### src/rtl/i2cw_pkg.sv
package i2cw_pkg;
    localparam int BYTE_W = 8;
    localparam int ADR_W  = 7;

    typedef enum logic [2:0] {
        S_IDLE,
        S_RSU,
        S_START,
        S_BIT,
        S_ACK,
        S_STOP
    } state_e;
endpackage

### src/rtl/i2cw_tick.sv
module i2cw_tick #(
    parameter int DIV_W = 8
) (
    input  logic             clk,
    input  logic             rst_n,
    input  logic             run_i,
    input  logic [DIV_W-1:0] div_i,
    output logic             tick_o
);
    logic [DIV_W-1:0] cnt_d, cnt_q;

    always_comb begin
        tick_o = run_i && (cnt_q == div_i);
        cnt_d  = cnt_q + DIV_W'(1);
        if (!run_i || tick_o) begin
            cnt_d = '0;
        end
    end

    always_ff @(posedge clk or negedge rst_n) begin
        if (!rst_n) cnt_q <= '0;
        else        cnt_q <= cnt_d;
    end
endmodule

### src/rtl/i2cw_shift.sv
module i2cw_shift #(
    parameter int W = 8
) (
    input  logic         clk,
    input  logic         rst_n,
    input  logic         load_i,
    input  logic         shift_i,
    input  logic [W-1:0] data_i,
    output logic         msb_o
);
    logic [W-1:0] sr_d, sr_q;

    always_comb begin
        sr_d = sr_q;
        if (load_i)       sr_d = data_i;
        else if (shift_i) sr_d = {sr_q[W-2:0], 1'b0};
    end

    always_ff @(posedge clk or negedge rst_n) begin
        if (!rst_n) sr_q <= '0;
        else        sr_q <= sr_d;
    end

    assign msb_o = sr_q[W-1];
endmodule

### src/rtl/i2cw_master.sv
module i2cw_master
    import i2cw_pkg::*;
#(
    parameter int DIV_W = 8,
    parameter int LEN_W = 8
) (
    input  logic              clk,
    input  logic              rst_n,
    input  logic              start_i,
    input  logic [ADR_W-1:0]  addr_i,
    input  logic [LEN_W-1:0]  len_i,
    input  logic              rstart_i,
    input  logic [DIV_W-1:0]  div_i,
    input  logic [BYTE_W-1:0] data_i,
    output logic              data_pop_o,
    output logic              busy_o,
    output logic              done_o,
    output logic              nack_o,
    output logic              scl_oe_o,
    output logic              sda_oe_o,
    input  logic              scl_i,
    input  logic              sda_i
);
    localparam int BCNT_W = $clog2(BYTE_W);

    typedef struct packed {
        state_e             st;
        logic [1:0]         qtr;
        logic [BCNT_W-1:0]  bitn;
        logic [LEN_W-1:0]   left;
        logic [ADR_W-1:0]   addr;
        logic               rstart;
        logic [DIV_W-1:0]   div;
        logic               held;
        logic               ackok;
        logic               scl_oe;
        logic               sda_oe;
        logic               nack;
        logic               done;
        logic               pop;
    } ctl_t;

    ctl_t              d, q;
    logic              tick;
    logic              msb;
    logic              ld;
    logic              sh;
    logic [BYTE_W-1:0] ld_val;

    i2cw_tick #(.DIV_W(DIV_W)) u_tick (
        .clk   (clk),
        .rst_n (rst_n),
        .run_i (q.st != S_IDLE),
        .div_i (q.div),
        .tick_o(tick)
    );

    i2cw_shift #(.W(BYTE_W)) u_shift (
        .clk    (clk),
        .rst_n  (rst_n),
        .load_i (ld),
        .shift_i(sh),
        .data_i (ld_val),
        .msb_o  (msb)
    );

    always_comb begin
        d      = q;
        d.done = 1'b0;
        d.pop  = 1'b0;
        ld     = 1'b0;
        sh     = 1'b0;
        ld_val = data_i;
        unique case (q.st)
            S_IDLE: begin
                if (start_i) begin
                    d.addr   = addr_i;
                    d.left   = len_i;
                    d.rstart = rstart_i;
                    d.div    = div_i;
                    d.nack   = 1'b0;
                    d.qtr    = '0;
                    if (q.held) begin
                        d.st     = S_RSU;
                        d.sda_oe = 1'b0;
                    end else begin
                        d.st     = S_START;
                        d.sda_oe = 1'b1;
                    end
                end
            end
            S_RSU: begin
                if (tick) begin
                    if (q.qtr == 2'd0) begin
                        d.scl_oe = 1'b0;
                        d.qtr    = 2'd1;
                    end else begin
                        d.st     = S_START;
                        d.qtr    = '0;
                        d.sda_oe = 1'b1;
                    end
                end
            end
            S_START: begin
                if (tick) begin
                    if (q.qtr == 2'd0) begin
                        d.scl_oe = 1'b1;
                        d.qtr    = 2'd1;
                    end else begin
                        ld     = 1'b1;
                        ld_val = {q.addr, 1'b0};
                        d.st   = S_BIT;
                        d.qtr  = '0;
                        d.bitn = '0;
                        d.held = 1'b0;
                    end
                end
            end
            S_BIT: begin
                if (tick) begin
                    d.qtr = q.qtr + 2'd1;
                    unique case (q.qtr)
                        2'd0: d.sda_oe = ~msb;
                        2'd1: d.scl_oe = 1'b0;
                        2'd2: ;
                        2'd3: begin
                            d.scl_oe = 1'b1;
                            sh       = 1'b1;
                            if (q.bitn == BCNT_W'(BYTE_W - 1)) d.st = S_ACK;
                            else d.bitn = q.bitn + BCNT_W'(1);
                        end
                        default: ;
                    endcase
                end
            end
            S_ACK: begin
                if (tick) begin
                    d.qtr = q.qtr + 2'd1;
                    unique case (q.qtr)
                        2'd0: d.sda_oe = 1'b0;
                        2'd1: d.scl_oe = 1'b0;
                        2'd2: d.ackok  = scl_i & ~sda_i;
                        2'd3: begin
                            d.scl_oe = 1'b1;
                            if (!q.ackok) begin
                                d.nack = 1'b1;
                                d.st   = S_STOP;
                            end else if (q.left != '0) begin
                                ld     = 1'b1;
                                d.pop  = 1'b1;
                                d.left = q.left - LEN_W'(1);
                                d.bitn = '0;
                                d.st   = S_BIT;
                            end else if (q.rstart) begin
                                d.st   = S_IDLE;
                                d.held = 1'b1;
                                d.done = 1'b1;
                            end else begin
                                d.st = S_STOP;
                            end
                        end
                        default: ;
                    endcase
                end
            end
            S_STOP: begin
                if (tick) begin
                    d.qtr = q.qtr + 2'd1;
                    unique case (q.qtr)
                        2'd0: d.sda_oe = 1'b1;
                        2'd1: d.scl_oe = 1'b0;
                        2'd2: d.sda_oe = 1'b0;
                        2'd3: begin
                            d.st   = S_IDLE;
                            d.done = 1'b1;
                            d.held = 1'b0;
                        end
                        default: ;
                    endcase
                end
            end
            default: d.st = S_IDLE;
        endcase
    end

    always_ff @(posedge clk or negedge rst_n) begin
        if (!rst_n) begin
            q    <= '0;
            q.st <= S_IDLE;
        end else begin
            q <= d;
        end
    end

    assign busy_o     = (q.st != S_IDLE);
    assign done_o     = q.done;
    assign nack_o     = q.nack;
    assign data_pop_o = q.pop;
    assign scl_oe_o   = q.scl_oe;
    assign sda_oe_o   = q.sda_oe;
endmodule

### config.mk
export PLATFORM = sky130hd
export DESIGN_NAME = i2cw_master
export DESIGN_NICKNAME = d
export VERILOG_FILES = /design/src/rtl/i2cw_pkg.sv /design/src/rtl/i2cw_tick.sv /design/src/rtl/i2cw_shift.sv /design/src/rtl/i2cw_master.sv
export SDC_FILE = /design/constraint.sdc
export NUM_CORES = 1
export LEC_CHECK = 0
export ABC_CLOCK_PERIOD_IN_PS = 2820
export BUFFER_PORTS_ARGS = -buffer_cell sky130_fd_sc_hd__buf_4
export CORE_ASPECT_RATIO = 1.25
export CORE_MARGIN = 1
export CORE_UTILIZATION = 30
export DETAILED_ROUTE_END_ITERATION = 8
export GPL_TIMING_DRIVEN = 1
export PLACE_DENSITY = 0.54
export SLEW_MARGIN = 25
export SYNTH_ARGS = -nofsm -noshare
export SYNTH_HDL_FRONTEND = slang
export SYNTH_SLANG_ARGS = --single-unit
### constraint.sdc
create_clock -name clk -period 2.82 [get_ports clk]
set_input_delay 0.141 -clock clk [delete_from_list [all_inputs] [get_ports clk]]
set_output_delay 0.141 -clock clk [all_outputs]
set_load 0.05 [all_outputs]
# Yosys cells after proc, flatten, opt, wreduce, memory -nomap -nowiden

Index checks and enable logic that the tools add are counted.
Widths: inputs -> output; s select.

Register bits after elaboration: 55
Bits in latches: 0
RAM bits: 0
Memory bits (read-only): 0
Bits of input ports: 37
Output and inout bits: 6
Word-level logic and storage cells: 159
Memories kept: 0

Add/sub/neg operators: 4
Multipliers: 0
Divide/modulo/power cells: 0
Magnitude comparators: 0
Equality and inequality tests: 34
Shift-type cells: 0
Mux-type cells: 78
Bitwise operators: 3
Reductions and logical operators: 24

Operator list:

| operator            | number |
|---|---|
| $mux 8              | 8 |
| $mux 3              | 13 |
| $ne 2x2->1 const B  | 19 |
| $mux 11             | 3 |
| $mux 1              | 30 |
| $reduce_and 10->1   | 3 |
| $mux 24             | 1 |
| $pmux 3 s6          | 1 |
| $mux 16             | 1 |
| $pmux 8 s2          | 1 |
| $mux 5              | 3 |
| $mux 2              | 6 |
| $pmux 2 s6          | 1 |
| $reduce_and 12->1   | 1 |
| $pmux 1 s2          | 5 |
| $pmux 1 s5          | 2 |
| $reduce_bool 5->1   | 2 |
| $eq 3x3->1 const B  | 3 |
| $pmux 3 s3          | 1 |
| $reduce_and 9->1    | 1 |
| $reduce_bool 3->1   | 3 |
| $add 8x1->8 const B | 1 |
| $eq 8x8->1          | 1 |
| $ne 2x1->1 const B  | 4 |
| 25 further kinds    | 29 |

# Depth between registers and ports, before layout

Depth after elaboration: 7
Gate-level depth with buffers: 9
Depth with buffers taken out: 7

# Modules after synthesis

A second synthesis with hierarchy kept.

Cell total of the unflattened synthesis: 321
Area, all modules: 3238.1 µm²

By module, submodules not included:

| module      | times used | cells an instance | area each (µm²) |
|---|---|---|---|
| i2cw_master | 1          | 241               | 2368.5 |
| i2cw_tick   | 1          | 46                | 500.5 |
| i2cw_shift  | 1          | 34                | 369.1 |

# Least setup slack after synthesis

No wires, ideal clock.

Path kind: flip-flop to flip-flop
From: reg q[38] in the netlist's numbering
To: reg q[36] in the netlist's numbering
Library setup time: 125 ps
Arrival time: 2001 ps
Data required time: 2695 ps
Path slack: 694 ps
Stages on the path, launching flop included: 8
Path buffers: 2
Period minus slack after synthesis: 2126 ps
Cell sequence: dfrtp_1 > buf_2 > buf_1 > inv_1 > nand2_1 > nor2_1 > a211oi_2 > mux2_2

Cells in the longest elaborated chain, start to end: 4
Elaborated cells between the ends (all ways): 22
Those cells by class: eq/ne (17); mux (1); reduce/logical (4)

Ends and longest elaborated chain:

| item                          | line              | RTL |
|---|---|---|
| start: declaration            | i2cw_master.sv:43 | `ctl_t d, q;` |
| $reduce_bool 3->1 *           | n/a               |  |
| net busy_o                    | i2cw_master.sv:16 | `output logic busy_o,` |
| $logic_and 1x1->1 *           | i2cw_tick.sv:13   | `tick_o = run_i && (cnt_q == div_i);` |
| $ne 2x2->1 (no line)          | n/a               |  |
| $reduce_and 12->1 (no line) * | n/a               |  |

The timed path passes the listed nets; every way through them passes the cells marked *.
A chain may end at the register's enable or synchronous reset.

# Worst setup path after layout

From: reg q[23] in the netlist's numbering
To: reg q[30] in the netlist's numbering

Cells in the longest elaborated chain, start to end: 6
Elaborated cells between the ends (all ways): 9
Those cells by class: add/sub (1); eq/ne (1); mux (5); reduce/logical (2)

Ends and longest elaborated chain:

| item        | line               | RTL |
|---|---|---|
| $sub 8x1->8 | i2cw_master.sv:151 | `d.left = q.left - LEN_W'(1);` |
| $mux 11     | i2cw_master.sv:148 | `end else if (q.left != '0) begin` |
| $mux 11     | i2cw_master.sv:145 | `if (!q.ackok) begin` |
| $mux 11     | i2cw_master.sv:139 | `unique case (q.qtr)` |
| $mux 16     | i2cw_master.sv:137 | `if (tick) begin` |
| $pmux 8 s2  | i2cw_master.sv:74  | `unique case (q.st)` |

Parallel ways exist; a longest one is shown, timed or not. The select of a mux whose other input is x is not followed.

==> summary.txt <==
Status: finished clean
Post-layout min period: 2.43 ns
DRC violations left: 0
CP Capture Type: flop
Iter 0 DRT Violations: 123
Tightest Pin Transition: 0.696 ns
Via Count: 2721
Total gr overflow: 0
I/O Buffers: 42
Sw Ratio: 0.396
Setup TNS Final: 0 ns
TritonCTS clock tree: built
Routed Antenna Nets: 0
Tot GR Track Use: 0.152
Post-synth top flop: dfrtp_1
Cell-internal power: 2.12 mW
CP max FO: 9
Clock skew: 0.00762 ns
Core area: 10700 sq um
Critical Path Max Stage Delay: 0.46 ns
Total power per unit cell area: 875 nW/um^2
Crit-path slowest cell: and3_1
Post-CTS sizing: 0
Worst-skew pair later-pin latency: 0.30 ns
Final setup vio count: 0
Yosys cell types: 53
# IOs: 43
Comb power frac: 0.408
Net Switching: 1.39 mW
Critical Path AT: 2.62 ns
Site Rows: 42
Area growth syn-to-layout: 19.9%
DR pass1 iterations: 4
Max-slew headroom: 0.536
Vias per inst: 5.08
CTS sink cnt: 55
Post-synthesis sequential area ratio: 0.411
Clock power share: 0.209
Yosys warns: 0
Static Leakage: 1.93 nW
Commonest non-fill, non-tap cell in the layout: nand2_1
Yosys top cell area share: 0.411
Avg Synthesized Cell Area: 9.32 sq um
Yosys top cell by area: dfrtp_1
Final core utilization: 0.374
Diodes inserted: 0
Synth Register Bits: 55
Num CTS Buffers: 5
Sequential power share: 0.383
Tcrit/Tclk final: 0.861
CTS max path bufs: 2
CP cell instances: inv_1 > ha_1 > nor3b_2 > and3_1 > nand2b_1 > o31ai_1 > a221o_1
Largest cells by area after synthesis: dfrtp_1 (41%), nand2_1 (8.0%), mux2i_1 (7.2%)
CP Class: reg2reg
Cell family with most CP delay: simple AND/OR/NAND/NOR gates
Fmax achieved: 412 MHz
Hpwl dp: 5.73 mm
Share of layout cells above drive strength 1: 0.208
Wirelength, routed: 7.91 mm
RePlAce Congestion: 0.878
DIE WIDTH: 96.5 microns
Hold WC Path Type: in2reg
Worst hold margin: 0.0310 ns
DIE HEIGHT: 120 microns
Max H-tree Level: 2
Pin count of the biggest net entering global routing: 56
NumNets Final: 450
Gate count of the mapped netlist: 359
Final number of max-transition violations: 0
Hold Violations, Final: 0
Initial Util: 0.312
Die area: 11600 sq um
Root Buffer Master: clkbuf_16
Initial antenna violation count: 0
Unrepaired setup endpoints after global routing: no
EDFF count, synth: 0
First-pass GRT wire length: 13.5 mm
Peak supply drop: 0.000555 V
Ys async rst share: 1.00
WL per Instance: 14.8 microns
Crit start category: flop
Most frequent cells in the layout: nand2_1 (71), dfrtp_1 (55), buf_4 (52), nor2_1 (24), mux2i_1 (24)
Vias in the first global route: 2756
CP bufs+invs: 1
Maxcap violations: 0
Req. time, crit path: 3.01 ns
Area of the mapped netlist: 3350 sq um
Syn_nets: 406
Clk slew on worst S/H paths: 0.07 ns
-- Yosys cell counts (all sizes together) (3+ instances only) --
library cell and n:
nor2 24, dfrtp 55, nand4 6, clkbuf 9
inv 13, and2 3, xor2 13, a21o 3
o31ai 7, mux2i 24, o21ai 10, a211oi 4
nand2 72, a221oi 7, nor3 9, a21oi 14
and3 9, nand3 8, mux2 7, ha 10
buf 7, nand2b 7, nor2b 7, or2 3
-- tightest hold or removal path, stage by stage --
cell and delay, ns:
buf_4 0.07, nand2_1 0.04, nand2_1 0.04
-- cells by family (layout without fill, tap and decap cells) --
logic type / after synthesis / after routing / synth area share
AOI/OAI and AO/OA: 64 / 64 / 0.149
xor gates and xnor gates: 14 / 14 / 0.0366
adders and majority gates: 10 / 10 / 0.0374
buffers and inverters: 29 / 74 / 0.0363
DFF: 55 / 55 / 0.411
muxes: 31 / 31 / 0.0953
and+or+nand+nor: 156 / 156 / 0.234
-- flip-flops by register name (all words and copies together) (netlist names) --
name and cells:
scl_oe_o 1, q 34, u_tick.cnt_q 8, data_pop_o 1
done_o 1, sda_oe_o 1, nack_o 1, u_shift.sr_q 8
-- metrics by stage --
step / area [sq um] / total power [mW] / worst slack [ns] / cells
after detailed placement: 3830 / 2.80 / 0.397 / 527
final: 4010 / 3.51 / 0.393 / 536
after global placement: 3830 / 2.77 / 0.467 / 527
after global routing: 4010 / 3.78 / 0.180 / 536
after CTS: 4010 / 3.54 / 0.385 / 536
after floorplan: 3350 / 2.40 / 0.694 / 359
-- power by group through the flow --
stage,clock network (mW),logic (mW),registers (mW)
finish,0.736,1.43,1.35
global route,0.776,1.62,1.39
CTS,0.751,1.45,1.34
detailed placement,0,1.44,1.36
global placement,0,1.42,1.36
floorplan,0,1.10,1.30
-- path summary, 6_finish.rpt --
path                       startpoint         endpoint  slack (ns)  cells after the start
max in group asynchronous       rst_n  u_tick.cnt_q[4]        1.91                      2
min in group asynchronous       rst_n       data_pop_o        0.44                      2
setup reg to reg                q[23]            q[30]        0.39                      7
hold / removal              addr_i[4]            q[20]        0.03                      3
setup / recovery                q[23]            q[30]        0.39                      7
hold reg to reg                 q[22]            q[22]        0.47                      2
-- cell type report --
type | instances | area [sq um]
repair buffers | 53 | 400
clock buffers | 6 | 139
flip-flops and latches | 55 | 1380
well taps | 132 | 165
fillers | 1122 | 6710
multi-input cells | 275 | 1850
inverters | 13 | 48.8
clock inverters | 2 | 35.0
-- metal layers --
layer	track usage	routed length (microns)	up-vias
li1	-	-	1353
met1	0.198	3590	1296
met2	0.249	3860	59
met3	0.0228	252	13
met4	0.0588	208	0
met5	0	0	-
-- timing repair --
item / CTS / global route
setup endpoints to repair: 0 / 0
buffers inserted: 0 / 0
hold buffers: 1 / 0
endpoints found under the hold margin: 55 / 0
Power figures use the tool's default switching activity.
